<file path="config.mk">
export PLATFORM = sky130hd
export DESIGN_NAME = irc_carrier_gen
export DESIGN_NICKNAME = d
export VERILOG_FILES = /design/src/rtl/irc_pkg.sv /design/src/rtl/irc_prescale.sv /design/src/rtl/irc_cfg_decode.sv /design/src/rtl/irc_divider.sv /design/src/rtl/irc_carrier_gen.sv
export SDC_FILE = /design/constraint.sdc
export NUM_CORES = 1
export LEC_CHECK = 0
export ABC_AREA = 0
export BUFFER_PORTS_ARGS = -buffer_cell sky130_fd_sc_hd__buf_2
export CORE_MARGIN = 2
export CORE_UTILIZATION = 40
export DETAILED_ROUTE_END_ITERATION = 7
export SLEW_MARGIN = 40
export SYNTH_ARGS = -nofsm -noshare
export SYNTH_HDL_FRONTEND = slang
export SYNTH_SLANG_ARGS = --single-unit
export TNS_END_PERCENT = 5
</file>
<file path="constraint.sdc">
create_clock -name clk -period 2.85 [get_ports clk]
set_clock_uncertainty 0.2 [all_clocks]
set_input_delay 0.57 -clock clk [delete_from_list [all_inputs] [get_ports clk]]
set_output_delay 0.57 -clock clk [all_outputs]
set_load 0.005 [all_outputs]
</file>
<file path="src/rtl/irc_pkg.sv">
package irc_pkg;

    typedef enum logic {
        PIN_LEVEL   = 1'b0,
        PIN_CARRIER = 1'b1
    } pin_mode_e;

endpackage

</file>
<file path="src/rtl/irc_prescale.sv">
module irc_prescale #(
    parameter int PRE_DIV = 4
) (
    input  logic clk,
    input  logic rst_n,
    input  logic run,
    output logic tick
);
    localparam int PW = (PRE_DIV > 1) ? $clog2(PRE_DIV) : 1;
    localparam logic [PW-1:0] LAST = PW'(PRE_DIV - 1);

    typedef struct packed {
        logic [PW-1:0] cnt;
    } pre_state_t;

    pre_state_t st_d, st_q;

    always_comb begin
        st_d = st_q;
        if (!run) begin
            st_d.cnt = '0;
        end else if (st_q.cnt == LAST) begin
            st_d.cnt = '0;
        end else begin
            st_d.cnt = st_q.cnt + 1'b1;
        end
    end

    always_ff @(posedge clk or negedge rst_n) begin
        if (!rst_n) st_q <= '0;
        else        st_q <= st_d;
    end

    assign tick = run && (st_q.cnt == LAST);

    AST_TICK_SPACED: assert property (@(posedge clk) disable iff (!rst_n)
        tick |=> !tick);

endmodule

</file>
<file path="src/rtl/irc_cfg_decode.sv">
module irc_cfg_decode #(
    parameter int N_W     = 2,
    parameter int RATIO_W = 5
) (
    input  logic               m3,
    input  logic [N_W-1:0]     n,
    input  logic               third_req,
    output logic [RATIO_W-1:0] ratio,
    output logic [RATIO_W-1:0] high_len
);
    logic third_eff;
    logic [RATIO_W-1:0] base;

    always_comb begin
        base      = m3 ? RATIO_W'(3) : RATIO_W'(2);
        ratio     = base << n;
        third_eff = m3 && ((n == '0) || third_req);
        if (third_eff) begin
            high_len = RATIO_W'(1) << n;
        end else begin
            high_len = ratio >> 1;
        end
    end

endmodule

</file>
<file path="src/rtl/irc_divider.sv">
module irc_divider #(
    parameter int RATIO_W = 5
) (
    input  logic               clk,
    input  logic               rst_n,
    input  logic               run,
    input  logic               tick,
    input  logic [RATIO_W-1:0] ratio,
    input  logic [RATIO_W-1:0] high_len,
    output logic               carrier
);
    typedef struct packed {
        logic [RATIO_W-1:0] phase;
    } div_state_t;

    div_state_t st_d, st_q;

    always_comb begin
        st_d = st_q;
        if (!run) begin
            st_d.phase = '0;
        end else if (tick) begin
            if (st_q.phase == ratio - RATIO_W'(1)) st_d.phase = '0;
            else                                   st_d.phase = st_q.phase + 1'b1;
        end
    end

    always_ff @(posedge clk or negedge rst_n) begin
        if (!rst_n) st_q <= '0;
        else        st_q <= st_d;
    end

    assign carrier = run && (st_q.phase < high_len);

    AST_PHASE_BOUND: assert property (@(posedge clk) disable iff (!rst_n)
        st_q.phase < ratio);
    AST_IDLE_RESTART: assert property (@(posedge clk) disable iff (!rst_n)
        !run |=> (st_q.phase == '0));
    AST_PHASE_STEADY: assert property (@(posedge clk) disable iff (!rst_n)
        (run && !tick) |=> $stable(st_q.phase));

endmodule

</file>
<file path="src/rtl/irc_carrier_gen.sv">
module irc_carrier_gen #(
    parameter int PRE_DIV = 4,
    parameter int N_W     = 2
) (
    input  logic           clk,
    input  logic           rst_n,
    input  logic           cfg_carrier_mode,
    input  logic           cfg_m3,
    input  logic [N_W-1:0] cfg_n,
    input  logic           cfg_third_duty,
    input  logic           wr_en,
    input  logic           wr_data,
    output logic           rd_data,
    output logic           pin_out
);
    import irc_pkg::*;

    localparam int N_MAX   = (1 << N_W) - 1;
    localparam int RATIO_W = $clog2((3 << N_MAX) + 1);

    typedef struct packed {
        logic data;
    } top_state_t;

    top_state_t st_d, st_q;
    pin_mode_e mode;
    logic run, tick, carrier;
    logic [RATIO_W-1:0] ratio, high_len;

    assign mode = pin_mode_e'(cfg_carrier_mode);

    always_comb begin
        st_d = st_q;
        if (wr_en) st_d.data = wr_data;
    end

    always_ff @(posedge clk or negedge rst_n) begin
        if (!rst_n) st_q <= '{data: 1'b1};
        else        st_q <= st_d;
    end

    assign run = (mode == PIN_CARRIER) && !st_q.data;

    irc_prescale #(.PRE_DIV(PRE_DIV)) u_pre (
        .clk (clk),
        .rst_n(rst_n),
        .run (run),
        .tick(tick)
    );

    irc_cfg_decode #(.N_W(N_W), .RATIO_W(RATIO_W)) u_dec (
        .m3       (cfg_m3),
        .n        (cfg_n),
        .third_req(cfg_third_duty),
        .ratio    (ratio),
        .high_len (high_len)
    );

    irc_divider #(.RATIO_W(RATIO_W)) u_div (
        .clk     (clk),
        .rst_n   (rst_n),
        .run     (run),
        .tick    (tick),
        .ratio   (ratio),
        .high_len(high_len),
        .carrier (carrier)
    );

    assign pin_out = (mode == PIN_CARRIER) ? carrier : st_q.data;
    assign rd_data = st_q.data;

    AST_GATE_OFF_LOW: assert property (@(posedge clk) disable iff (!rst_n)
        (cfg_carrier_mode && wr_en && wr_data) |=> !pin_out);
    AST_ENABLE_HIGH: assert property (@(posedge clk) disable iff (!rst_n)
        (cfg_carrier_mode && wr_en && !wr_data && rd_data) |=> pin_out);
    AST_LEVEL_FOLLOW: assert property (@(posedge clk) disable iff (!rst_n)
        (!cfg_carrier_mode && wr_en) |=> (pin_out == $past(wr_data)));
    AST_LEVEL_HOLD: assert property (@(posedge clk) disable iff (!rst_n)
        (!cfg_carrier_mode && !wr_en) |=> $stable(pin_out));
    AST_READBACK: assert property (@(posedge clk) disable iff (!rst_n)
        wr_en |=> (rd_data == $past(wr_data)));

endmodule

</file>
==> metrics.txt <==
Cells on Worst Hold Path 1; Design Power 250 uW; H-tree depth 1; FMAX 380 MHz; IO Pins 11; CP Capture Type output port; Psw 59.3 uW; Initial Utilization 41.8%; die area 1890 sq um; DR WL met3 27 um; Data arrival, critical path 1.86 ns; number of max-cap violations 0; Comb pwr share 16.3%; Pleak 0.333 nW; Tightest Hold Check Type reg2reg; final cell count without fillers 95; final count of pins violating max slew 0; kind of start point of the critical path input port; dpl cell area 662 sq um; register share of total power 48.2%; reg2reg path depth 5; synthesized area 623 sq um; vias in the first global route 468; # diodes 0; Mapped Cells 68; sequential-to-total area share from yosys stat 32.3%; WL/cell 12.2 um; floorplan row count 14; PwrDens 359 nW/um^2; CORE AREA 1490 sq um; Synth Register Bits 8; P_int 191 uW; Most used DFF post-synth dfrtp_1; post-cts sizing count 0; CP Data Required Time 2.08 ns; Final Setup Violations 0; GP Congestion 0.835; Final #Nets 94; wl on met1 581 um; initial antenna violation count 0; number of CTS-inserted buffers 3; Critical path buffers and inverters 2; worst rel slew slack 70.3%; Warnings, synthesis 0; clock network power share 35.6%; final core utilization 46.9%; Total Routing Usage GR 13.6%; vias after detailed routing 532; Root Buffer Master clkbuf_4; # DRC 0; post-route ant nets 0; setup_tns 0 ns; largest net degree at the start of global routing 11; number of cells on the critical path 9; CTS Hold Bufs 1; Finished Cell Area 698 sq um; RSZ-0062 raised after global routing false; syn_area_per_cell 9.16 sq um; routed vias/inst 5.60; P&R area growth vs syn 12.0%; Synth cell types 34; routed wire length 1160 um; Worst Tran Pin Value 0.435 ns; CTS sink count 8; crit path cell chain buf_2 -> nand2b_1 -> nor2_1 -> mux2i_1 -> ha_1 -> a21boi_0 -> o21ai_0 -> a211o_1 -> buf_2; CTS tree yes; DR top layer met4; period utilization 92.3%; crit-path max cell delay 0.27 ns; Sequential Area 201 sq um; met2 WL 532 um; multi-input combinational cell area 383 sq um; Fillers 150; top cell family by delay on the critical path compound AO/OA/AOI/OAI gates; Worst-path clk slew 0.05 ns; status completed; asr flop ratio synth 100%; I/O Buffers 10; number of flops mapped to enable cells by yosys 0; proportion of total power due to net switching 23.7%; CP max stage cell ha_1; Die Ht 43.5 um; die width 43.5 um; fraction of layout cells with a size suffix above 1 20.3%; hpwl dp 881 um; VDD IR max 200 uV; Synth Net Count 82; grt total ovfl 0; Initial DRC Count 5; largest fanout on the critical path 9; first drt pass iteration count 4; Worst-Skew Late Latency 0.25 ns; Cell Count Post-Placement 90; first-pass GRT wire length 1910 um; final worst path period need 2.63 ns; Post-CTS Setup Bufs 0; Longest Clk Path Bufs 2; crit-path most repeated cell buf_2; final hold vios 0; critical path class in2out
## registers in the layout, indices dropped and copies added, names as in the netlist
name,count
rd_data,1
u_div.st_q,5
u_pre.st_q,2
## final timing paths
check	from	end	slack, ns
max in group asynchronous	rst_n	rd_data$_DFFE_PN1P_	1.71
hold reg to reg	u_pre.st_q[0]$_DFF_PN0_	u_pre.st_q[0]$_DFF_PN0_	0.24
setup / recovery	cfg_m3	pin_out	0.22
hold / removal	u_pre.st_q[0]$_DFF_PN0_	u_pre.st_q[0]$_DFF_PN0_	0.24
min in group asynchronous	rst_n	u_div.st_q[0]$_DFFE_PN0P_	0.49
setup reg to reg	u_div.st_q[2]$_DFFE_PN0P_	u_div.st_q[1]$_DFFE_PN0P_	0.78
## stage by stage
step | setup slack, ns | hold WS [ns]
final | 0.219 | 0.237
after detailed placement | 0.204 | 0.220
after global placement | 0.211 | 0.222
after floorplan | 0.393 | 0.0744
after CTS | 0.204 | 0.239
after global routing | 0.0541 | 0.263
## per-layer routing
layer / up-vias / track usage, %
li1: 277 / -
met1: 244 / 18.4
met2: 9 / 20.6
met3: 2 / 1.25
met4: 0 / 9.09
met5: - / 0
## cells by family after synthesis
logic type / Yosys count / synth area share [%]
adder cells (fa/ha/maj): 5 / 10.0
AO/OA/AOI/OAI: 13 / 15.3
buffers and inverters: 6 / 6.22
multiplexers: 2 / 3.41
flip-flops: 8 / 32.3
XOR/XNOR: 4 / 5.62
AND/OR/NAND/NOR: 30 / 27.1
## cell usage after synthesis, types with 2 or more instances
master     number  area [sq um]
o21ai_0         4          20.0
nor2_1          3          11.3
inv_1           2          7.51
nand2b_1        2          12.5
nand4_1         3          18.8
nor4_1          3          18.8
ha_1            5          62.6
xnor2_1         2          17.5
dfrtp_1         7           175
nand3_1         2          10.0
nor3_1          4          20.0
nand2_1         4          15.0
a211o_1         2          17.5
nor2b_1         2          12.5
buf_6           2          22.5
xor2_1          2          17.5
a2111oi_0       2          17.5
## cell type report
class / instances / share of cell area (%)
Clock buffer: 4 / 3.76
Inverter: 2 / 1.08
Multi-Input combinational cell: 54 / 54.8
Sequential cell: 8 / 28.9
Tap cell: 16 / 2.87
Timing Repair Buffer: 11 / 8.60
## cells in the final DEF (no fill, tap or decap), drive strengths merged
cell,n
a2111oi,2
a211o,2
a211oi,1
a21boi,1
a31oi,1
a41o,1
and2,1
and3,2
buf,10
clkbuf,4
dfrtp,7
dfstp,1
dlygate4sd3,1
ha,5
inv,2
mux2,1
mux2i,1
nand2,4
nand2b,2
nand3,2
nand3b,1
nand4,3
nor2,3
nor2b,2
nor3,4
nor4,3
o2111ai,1
o21ai,4
or2b,1
or3,1
or3b,1
xnor2,2
xor2,2
## power by group through the flow
stage	logic (mW)	registers (mW)	clock network, mW
after floorplan	0.0281	0.123	0
after global placement	0.0399	0.122	0
after detailed placement	0.0402	0.123	0
after CTS	0.0413	0.121	0.0953
after global routing	0.0462	0.121	0.101
final	0.0408	0.121	0.0891
No activity file was read; power rests on OpenSTA's default activity.
